## src/rtl/wdog_pkg.sv

```systemverilog
// Package: shared constants and control-register layout for the watchdog.
// Assumes an 8-bit control register; field order is fixed by the struct.
package wdog_pkg;

    localparam logic [7:0] UNLOCK_FIRST  = 8'h1E;
    localparam logic [7:0] UNLOCK_SECOND = 8'hE1;

    // Control register fields, bit 7 down to bit 0.
    typedef struct packed {
        logic       sw_en;     // bit 7: enable (software mode)
        logic       kick;      // bit 6: restart request, self-clearing
        logic       hw_mode;   // bit 5: hardware mode select
        logic       pin_off;   // bit 4: suppress reset-pin drive
        logic       idle_off;  // bit 3: stop counting in idle
        logic [2:0] ps;        // bits 2:0: prescaler exponent
    } wdog_cfg_t;

endpackage

```

## src/rtl/wdog_unlock.sv

```systemverilog
// Module: restart-port sequence detector.
// Flags seq_ok on the write of the second unlock byte when the write just
// before it carried the first unlock byte. Any other byte cancels progress.
module wdog_unlock
    import wdog_pkg::*;
(
    input  logic       clk,
    input  logic       rst_n,
    input  logic       wr,
    input  logic [7:0] wdata,
    output logic       seq_ok
);

    logic got_first_q;

    // Remember whether the latest restart-port write was the first byte.
    always_ff @(posedge clk) begin
        if (!rst_n) begin
            got_first_q <= 1'b0;
        end else if (wr) begin
            got_first_q <= (wdata == UNLOCK_FIRST);
        end
    end

    // Second byte completes the pair only right after the first byte.
    always_comb begin
        seq_ok = wr && got_first_q && (wdata == UNLOCK_SECOND);
    end

    AST_SEQ_NEEDS_FIRST: assert property (@(posedge clk) disable iff (!rst_n)
        seq_ok |=> !got_first_q);

endmodule

```

## src/rtl/wdog_ctrl.sv

```systemverilog
// Module: control register, mode lock and arming state.
// Assumes the restart bit is not written in two consecutive cycles.
// Produces the active flag and a one-shot counter clear request.
module wdog_ctrl
    import wdog_pkg::*;
(
    input  logic       clk,
    input  logic       rst_n,
    input  logic       cfg_we,
    input  logic [7:0] cfg_wdata,
    input  logic       seq_ok,
    output logic [2:0] ps,
    output logic       idle_off,
    output logic       pin_off,
    output logic       active,
    output logic       clr_req,
    output logic [7:0] rdata
);

    wdog_cfg_t cfg_q;
    wdog_cfg_t wr_val;
    logic      armed_q;
    logic      hw_next;

    // Decode the write and keep hardware mode locked once armed.
    always_comb begin
        wr_val  = wdog_cfg_t'(cfg_wdata);
        hw_next = armed_q | wr_val.hw_mode;
    end

    // Register fields, self-clearing restart bit and sticky arm flag.
    always_ff @(posedge clk) begin
        if (!rst_n) begin
            cfg_q   <= '0;
            armed_q <= 1'b0;
        end else begin
            if (cfg_we) begin
                cfg_q.sw_en    <= wr_val.sw_en;
                cfg_q.hw_mode  <= hw_next;
                cfg_q.pin_off  <= wr_val.pin_off;
                cfg_q.idle_off <= wr_val.idle_off;
                cfg_q.ps       <= wr_val.ps;
            end
            cfg_q.kick <= cfg_we && wr_val.kick && !hw_next;
            if (cfg_q.hw_mode && seq_ok) begin
                armed_q <= 1'b1;
            end
        end
    end

    // Mode-dependent outputs and read-back image.
    always_comb begin
        active   = cfg_q.hw_mode ? armed_q : cfg_q.sw_en;
        clr_req  = (cfg_q.kick && !cfg_q.hw_mode) || (seq_ok && cfg_q.hw_mode);
        ps       = cfg_q.ps;
        idle_off = cfg_q.idle_off;
        pin_off  = cfg_q.pin_off;
        rdata    = {active, cfg_q.kick, cfg_q.hw_mode, cfg_q.pin_off,
                    cfg_q.idle_off, cfg_q.ps};
    end

    AST_KICK_SELF_CLEAR: assert property (@(posedge clk) disable iff (!rst_n)
        cfg_q.kick && !cfg_we |=> !cfg_q.kick);
    AST_ARMED_STICKY: assert property (@(posedge clk) disable iff (!rst_n)
        armed_q |=> armed_q && cfg_q.hw_mode && active);
    AST_KICK_NOT_IN_HW: assert property (@(posedge clk) disable iff (!rst_n)
        armed_q |-> !cfg_q.kick);

endmodule

```

## src/rtl/wdog_count.sv

```systemverilog
// Module: timeout counter with power-of-two prescaled limit.
// Assumes run is already gated by tick, mode, power and idle state.
// Expiry uses >= so a reduced limit never lets the count run past it.
module wdog_count #(
    parameter int BASE_TICKS = 16384,
    parameter int CNT_W      = $clog2(BASE_TICKS) + 8
) (
    input  logic       clk,
    input  logic       rst_n,
    input  logic       run,
    input  logic       clr,
    input  logic [2:0] ps,
    output logic       expire
);

    logic [CNT_W-1:0] cnt_q;
    logic [CNT_W-1:0] limit;

    // Limit and expiry decision for the current prescaler setting.
    always_comb begin
        limit  = CNT_W'(BASE_TICKS) << ps;
        expire = run && !clr && (cnt_q >= limit - CNT_W'(1));
    end

    // Count ticks, clearing on request or on expiry.
    always_ff @(posedge clk) begin
        if (!rst_n) begin
            cnt_q <= '0;
        end else if (clr || expire) begin
            cnt_q <= '0;
        end else if (run) begin
            cnt_q <= cnt_q + CNT_W'(1);
        end
    end

    AST_FROZEN_HOLD: assert property (@(posedge clk) disable iff (!rst_n)
        !run && !clr |=> $stable(cnt_q));
    AST_EXPIRE_ZERO: assert property (@(posedge clk) disable iff (!rst_n)
        expire |=> cnt_q == '0);

endmodule

```

## src/rtl/wdog_pulse.sv

```systemverilog
// Module: stretches a one-cycle timeout into a PULSE_TICKS-tick pulse.
// Assumes start is never raised while the pulse is busy.
module wdog_pulse #(
    parameter int PULSE_TICKS = 4,
    parameter int PW          = $clog2(PULSE_TICKS + 1)
) (
    input  logic clk,
    input  logic rst_n,
    input  logic tick,
    input  logic start,
    output logic busy
);

    logic [PW-1:0] left_q;

    // Load on start, count down on each tick until empty.
    always_ff @(posedge clk) begin
        if (!rst_n) begin
            left_q <= '0;
        end else if (start) begin
            left_q <= PW'(PULSE_TICKS);
        end else if (tick && left_q != '0) begin
            left_q <= left_q - PW'(1);
        end
    end

    // Pulse is active while ticks remain.
    always_comb begin
        busy = (left_q != '0);
    end

    AST_START_BUSY: assert property (@(posedge clk) disable iff (!rst_n)
        start |=> busy);
    AST_NO_RESTART: assert property (@(posedge clk) disable iff (!rst_n)
        busy |-> !start);

endmodule

```

## src/rtl/wdog_top.sv

```systemverilog
// Module: dual-mode watchdog top level.
// Joins register control, the unlock detector, the counter and the pulse
// stretcher. Counting is gated by tick, power-down, idle and pulse state.
module wdog_top #(
    parameter int BASE_TICKS  = 16384,
    parameter int PULSE_TICKS = 4
) (
    input  logic       clk,
    input  logic       rst_n,
    input  logic       tick,
    input  logic       idle,
    input  logic       pdown,
    input  logic       cfg_we,
    input  logic [7:0] cfg_wdata,
    output logic [7:0] cfg_rdata,
    input  logic       rp_we,
    input  logic [7:0] rp_wdata,
    output logic       core_rst_req,
    output logic       pin_drive,
    output logic       pin_oe
);

    localparam int CNT_W = $clog2(BASE_TICKS) + 8;

    logic       seq_ok;
    logic [2:0] ps;
    logic       idle_off;
    logic       pin_off;
    logic       active;
    logic       clr_req;
    logic       run;
    logic       expire;
    logic       busy;

    wdog_unlock u_unlock (
        .clk    (clk),
        .rst_n  (rst_n),
        .wr     (rp_we),
        .wdata  (rp_wdata),
        .seq_ok (seq_ok)
    );

    wdog_ctrl u_ctrl (
        .clk       (clk),
        .rst_n     (rst_n),
        .cfg_we    (cfg_we),
        .cfg_wdata (cfg_wdata),
        .seq_ok    (seq_ok),
        .ps        (ps),
        .idle_off  (idle_off),
        .pin_off   (pin_off),
        .active    (active),
        .clr_req   (clr_req),
        .rdata     (cfg_rdata)
    );

    // Counting gate: active, ticking, awake and not mid-pulse.
    always_comb begin
        run = tick && active && !pdown && !(idle && idle_off) && !busy;
    end

    wdog_count #(
        .BASE_TICKS (BASE_TICKS),
        .CNT_W      (CNT_W)
    ) u_count (
        .clk    (clk),
        .rst_n  (rst_n),
        .run    (run),
        .clr    (clr_req),
        .ps     (ps),
        .expire (expire)
    );

    wdog_pulse #(
        .PULSE_TICKS (PULSE_TICKS)
    ) u_pulse (
        .clk   (clk),
        .rst_n (rst_n),
        .tick  (tick),
        .start (expire),
        .busy  (busy)
    );

    // Reset outputs: internal request always, pin only when allowed.
    always_comb begin
        core_rst_req = busy;
        pin_oe       = busy && !pin_off;
        pin_drive    = busy && !pin_off;
    end

    AST_PIN_NEEDS_REQ: assert property (@(posedge clk) disable iff (!rst_n)
        pin_oe |-> core_rst_req && !cfg_rdata[4]);
    AST_TIMEOUT_NEEDS_ACTIVE: assert property (@(posedge clk) disable iff (!rst_n)
        $rose(core_rst_req) |-> $past(cfg_rdata[7]));

endmodule

```

## config.mk

```make
export PLATFORM = sky130hd
export DESIGN_NAME = wdog_top
export DESIGN_NICKNAME = d
export VERILOG_FILES = /design/src/rtl/wdog_pkg.sv /design/src/rtl/wdog_unlock.sv /design/src/rtl/wdog_ctrl.sv /design/src/rtl/wdog_count.sv /design/src/rtl/wdog_pulse.sv /design/src/rtl/wdog_top.sv
export SDC_FILE = /design/constraint.sdc
export NUM_CORES = 1
export LEC_CHECK = 0
export BUFFER_PORTS_ARGS = -buffer_cell sky130_fd_sc_hd__buf_2
export CORE_MARGIN = 2
export CORE_UTILIZATION = 50
export CTS_CLUSTER_SIZE = 24
export DETAILED_ROUTE_END_ITERATION = 10
export PLACE_DENSITY = 0.73
export SYNTH_ARGS = -nofsm -noshare
export SYNTH_HDL_FRONTEND = slang
export SYNTH_SLANG_ARGS = --single-unit
```

## constraint.sdc

```tcl
create_clock -name clk -period 2.4 [get_ports clk]
set_clock_uncertainty 0.1 [all_clocks]
set_input_delay 0.24 -clock clk [delete_from_list [all_inputs] [get_ports clk]]
set_output_delay 0.24 -clock clk [all_outputs]
set_load 0.02 [all_outputs]
```

==> results.rst <==
.. list-table::
   :header-rows: 1

   * - Metric
     - Value
   * - Number of rows created at floorplan
     - 22
   * - Proportion of power drawn by flip-flops and latches
     - ~46%
   * - Routability congestion estimate from global placement
     - slightly above 0.7
   * - Synthesis warning total
     - 0
   * - Startpoint class of the critical path
     - register
   * - Final cell area excluding filler cells
     - between 2000 and 2500 µm²
   * - Fill cells
     - 327
   * - Final Max Slew Viols
     - 0
   * - Max H-tree Level
     - 2
   * - Cell type with the highest aggregate area in the netlist
     - sky130_fd_sc_hd__dfxtp_1
   * - Final hold violation count
     - 0
   * - Most used flip-flop cell after synthesis
     - sky130_fd_sc_hd__dfxtp_1
   * - Combinational fraction of design power
     - 25.8%
   * - Worst Setup SP
     - u_pulse.left_q[0]
   * - CTS tree
     - built
   * - Hold WC Path Type
     - in2reg
   * - Wire length of the first global-routing pass
     - 6190 µm
   * - Maximum ir drop on the vdd rail
     - between 0.0004 and 0.0005 V
   * - Overall Global Routing Usage
     - a little under a fifth
   * - Final cycle utilization of the critical path
     - roughly nine tenths
   * - Unrepaired setup endpoints after global routing
     - false
   * - Number of register bits inferred by synthesis
     - 35
   * - Diodes inserted
     - 0
   * - Number of instances in the synthesized netlist
     - ~220
   * - Fraction of post-synthesis cell area in the top cell type by area
     - 36.8%
   * - Max clock buf depth
     - 2
   * - Synthesized netlist net count
     - 252
   * - Sw frac
     - a little under a third
   * - Area enclosed by the die boundary
     - roughly 4300 µm²
   * - GRT busiest layer
     - met2
   * - Status
     - completed
   * - Global Route met2 Usage
     - 30.4%
   * - Async set or reset register ratio after synthesis
     - 0%
   * - Net load switching power
     - 413 µW
   * - Router iterations before antenna repair
     - 4
   * - Reg clk slew, reported paths
     - 0.06 ns
   * - Vias in the first global route
     - approximately 1500
   * - Clock root cell
     - sky130_fd_sc_hd__clkbuf_8
   * - Power per Cell Area
     - ~630 nW/µm²
   * - Overall via count from detail_route
     - ~1500
   * - DRC violations left
     - 0
   * - Initial core utilization
     - between 50% and 60%
   * - GR met3 Demand/Resource
     - 5.14%
   * - Fraction of the yosys area taken by sequential cells
     - 36.8%
   * - Max cap viols
     - 0
   * - Overall die height
     - 65.7 µm
   * - Most area-consuming cells after synthesis
     - sky130_fd_sc_hd__dfxtp_1 (37%), sky130_fd_sc_hd__xnor2_1 (7.4%), sky130_fd_sc_hd__ha_1 (7.2%), sky130_fd_sc_hd__nor2_1 (5.5%), sky130_fd_sc_hd__mux2i_1 (4.7%)
   * - Wire per inst
     - 11.9 µm
   * - Part of the power in the clock network
     - about 28%
   * - Critical path capture point type
     - register
   * - Vias per inst
     - 5.18
   * - Layout overhead on the synthesized area
     - 12.8%
   * - Leak
     - 0.867 nW
   * - I/O pin cnt
     - 34
   * - Required time of the worst setup path
     - 2.47 ns
   * - FF-to-FF Start
     - u_pulse.left_q[0]
   * - Setup violations, final
     - 0
   * - Number of flops mapped to enable cells by yosys
     - 0
   * - Internal power
     - 950 µW
   * - Layout cells sized above 1
     - about 20%
   * - WS Path Type
     - reg2reg
   * - Aggregate negative setup slack
     - 0 ns
   * - Critical path peak fanout
     - 14
   * - Worst hold start
     - cfg_wdata[0]
   * - Met1 global-route usage
     - 23.6%
   * - Number of violations reported at the end of detailed-routing iteration 0
     - 55
   * - Largest net degree at the start of global routing
     - 23
   * - Number of input and output port buffers inserted
     - 33
   * - Initial antenna violation count
     - 0
   * - DP Area
     - 2070 µm²
   * - Width of the chip
     - 65.7 µm
   * - Routed wire length
     - 3500 µm
   * - Fmax
     - 0.464 GHz
   * - Antenna violation net count after detailed routing
     - 0
   * - Post-synthesis cell area
     - 1900 µm²
   * - Clock latency at the later pin of the worst-skew pair
     - between 0.2 and 0.3 ns
   * - Min cycle time layout
     - 2.15 ns
   * - Placeable core region
     - 3660 µm²
   * - Count of unique library cells instantiated by Yosys
     - 39
   * - Clock sink total
     - 35
   * - Critical path arrival
     - 2.23 ns
   * - Cts bufs inserted
     - 5
   * - Overflow left after global routing
     - 0
   * - Number of nets in the layout
     - 281
   * - Mapped Avg Cell Area
     - 8.74 µm²
   * - DP Wirelength
     - 2610 µm
-- logic make-up after synthesis --
kind of cell	synth area share, %
other	0.197
xor gates and xnor gates	10.1
muxes	4.73
adders and majority gates	7.23
DFF	36.8
AOI/OAI and AO/OA	6.83
buffers and inverters	6.96
and+or+nand+nor	27.1
-- stage by stage --
| stage | utilization [%] | hold slack (ns) | setup WS [ns] | std cells | power (mW) |
|---|---|---|---|---|---|
| 2_1_floorplan | - | 0.268 | 0.291 | 218 | 0.925 |
| 3_3_place_gp | 56.6 | 0.373 | 0.236 | 288 | 0.994 |
| 3_5_place_dp | 56.6 | 0.381 | 0.208 | 288 | 1.00 |
| 4_1_cts | 58.6 | 0.118 | 0.207 | 294 | 1.38 |
| 5_1_grt | 58.7 | 0.120 | 0.0475 | 294 | 1.45 |
| 6_report | 58.7 | 0.115 | 0.246 | 294 | 1.36 |
-- cell usage after synthesis, types with 6 or more instances --
cell type,instances
sky130_fd_sc_hd__nand3_1,8
sky130_fd_sc_hd__dfxtp_1,35
sky130_fd_sc_hd__nor3_1,8
sky130_fd_sc_hd__ha_1,11
sky130_fd_sc_hd__nor2_1,28
sky130_fd_sc_hd__mux2i_1,9
sky130_fd_sc_hd__nor2b_1,7
sky130_fd_sc_hd__xnor2_1,16
sky130_fd_sc_hd__nand4_1,10
sky130_fd_sc_hd__nor4_1,7
sky130_fd_sc_hd__xor2_1,6
sky130_fd_sc_hd__buf_4,11
sky130_fd_sc_hd__inv_1,9
sky130_fd_sc_hd__a21oi_1,6
sky130_fd_sc_hd__nand2_1,16
-- worst max-delay path, cell delays in order, from the launching register on --
cell,delay (ns)
sky130_fd_sc_hd__dfxtp_1,0.32
sky130_fd_sc_hd__inv_1,0.08
sky130_fd_sc_hd__ha_1,0.19
sky130_fd_sc_hd__nand4bb_1,0.17
sky130_fd_sc_hd__a2111o_1,0.39
sky130_fd_sc_hd__buf_4,0.19
sky130_fd_sc_hd__nor4_1,0.39
sky130_fd_sc_hd__xnor2_1,0.17
sky130_fd_sc_hd__nor2_1,0.05
-- layout by cell type (no fill, tap or decap), types with 2 or more instances in the layout --
| cell type | n |
|---|---|
| sky130_fd_sc_hd__xor2_1 | 6 |
| sky130_fd_sc_hd__o21ai_0 | 3 |
| sky130_fd_sc_hd__clkbuf_8 | 5 |
| sky130_fd_sc_hd__nand3_1 | 8 |
| sky130_fd_sc_hd__xnor2_1 | 16 |
| sky130_fd_sc_hd__nand2_1 | 16 |
| sky130_fd_sc_hd__and4_1 | 3 |
| sky130_fd_sc_hd__dfxtp_1 | 34 |
| sky130_fd_sc_hd__ha_1 | 11 |
| sky130_fd_sc_hd__nor4_1 | 7 |
| sky130_fd_sc_hd__inv_1 | 9 |
| sky130_fd_sc_hd__buf_4 | 3 |
| sky130_fd_sc_hd__nor2b_1 | 7 |
| sky130_fd_sc_hd__nand4_1 | 10 |
| sky130_fd_sc_hd__nor3_1 | 8 |
| sky130_fd_sc_hd__nor2_1 | 28 |
| sky130_fd_sc_hd__buf_2 | 33 |
| sky130_fd_sc_hd__a21oi_1 | 6 |
| sky130_fd_sc_hd__nand2b_1 | 2 |
| sky130_fd_sc_hd__mux2i_1 | 9 |
-- layer usage --
layer	wire, µm	share of wire, %
met5	0	0
met4	26	0.74
met3	162	4.6
met2	1620	46
met1	1690	48
-- sequential cells by signal (all words and copies together), names as in the netlist --
signal / flops
u_count.cnt_q: 22
u_ctrl.armed_q: 1
u_ctrl.cfg_q: 1
u_ctrl.idle_off: 1
u_ctrl.pin_off: 1
u_ctrl.ps: 3
u_ctrl.rdata: 2
u_pulse.left_q: 3
u_unlock.got_first_q: 1
-- power groups by stage --
stage / registers (mW) / clock network [mW] / logic, mW
2_1_floorplan: 0.639 / 0 / 0.286
3_3_place_gp: 0.643 / 0 / 0.351
3_5_place_dp: 0.644 / 0 / 0.356
4_1_cts: 0.631 / 0.392 / 0.357
5_1_grt: 0.636 / 0.422 / 0.393
6_report: 0.632 / 0.379 / 0.352
-- final cells by class --
cell class                      count  area, µm²  area share (%)
Inverter                            9       33.8            1.57
Multi-Input combinational cell    159       1070            49.9
Timing Repair Buffer               37        208            9.67
Tap cell                           48       60.1            2.80
Sequential cell                    35        702            32.7
Clock buffer                        6       72.6            3.38
-- timing repair --
action	CTS	global route
gates resized for setup	0	2
hold buffers	0	0
endpoints found under the hold margin	0	0
setup buffers	0	0
setup endpoints to repair	0	22
-- final timing paths --
check / slack, ns / cells past startpoint / end
worst max-delay path: 0.25 / 8 / u_count.cnt_q[21]
worst min-delay path: 0.12 / 3 / u_ctrl.ps[0]
worst max register to register: 0.25 / 8 / u_count.cnt_q[21]
worst min register to register: 0.38 / 2 / u_unlock.got_first_q
No activity file was read; power rests on OpenSTA's default activity.
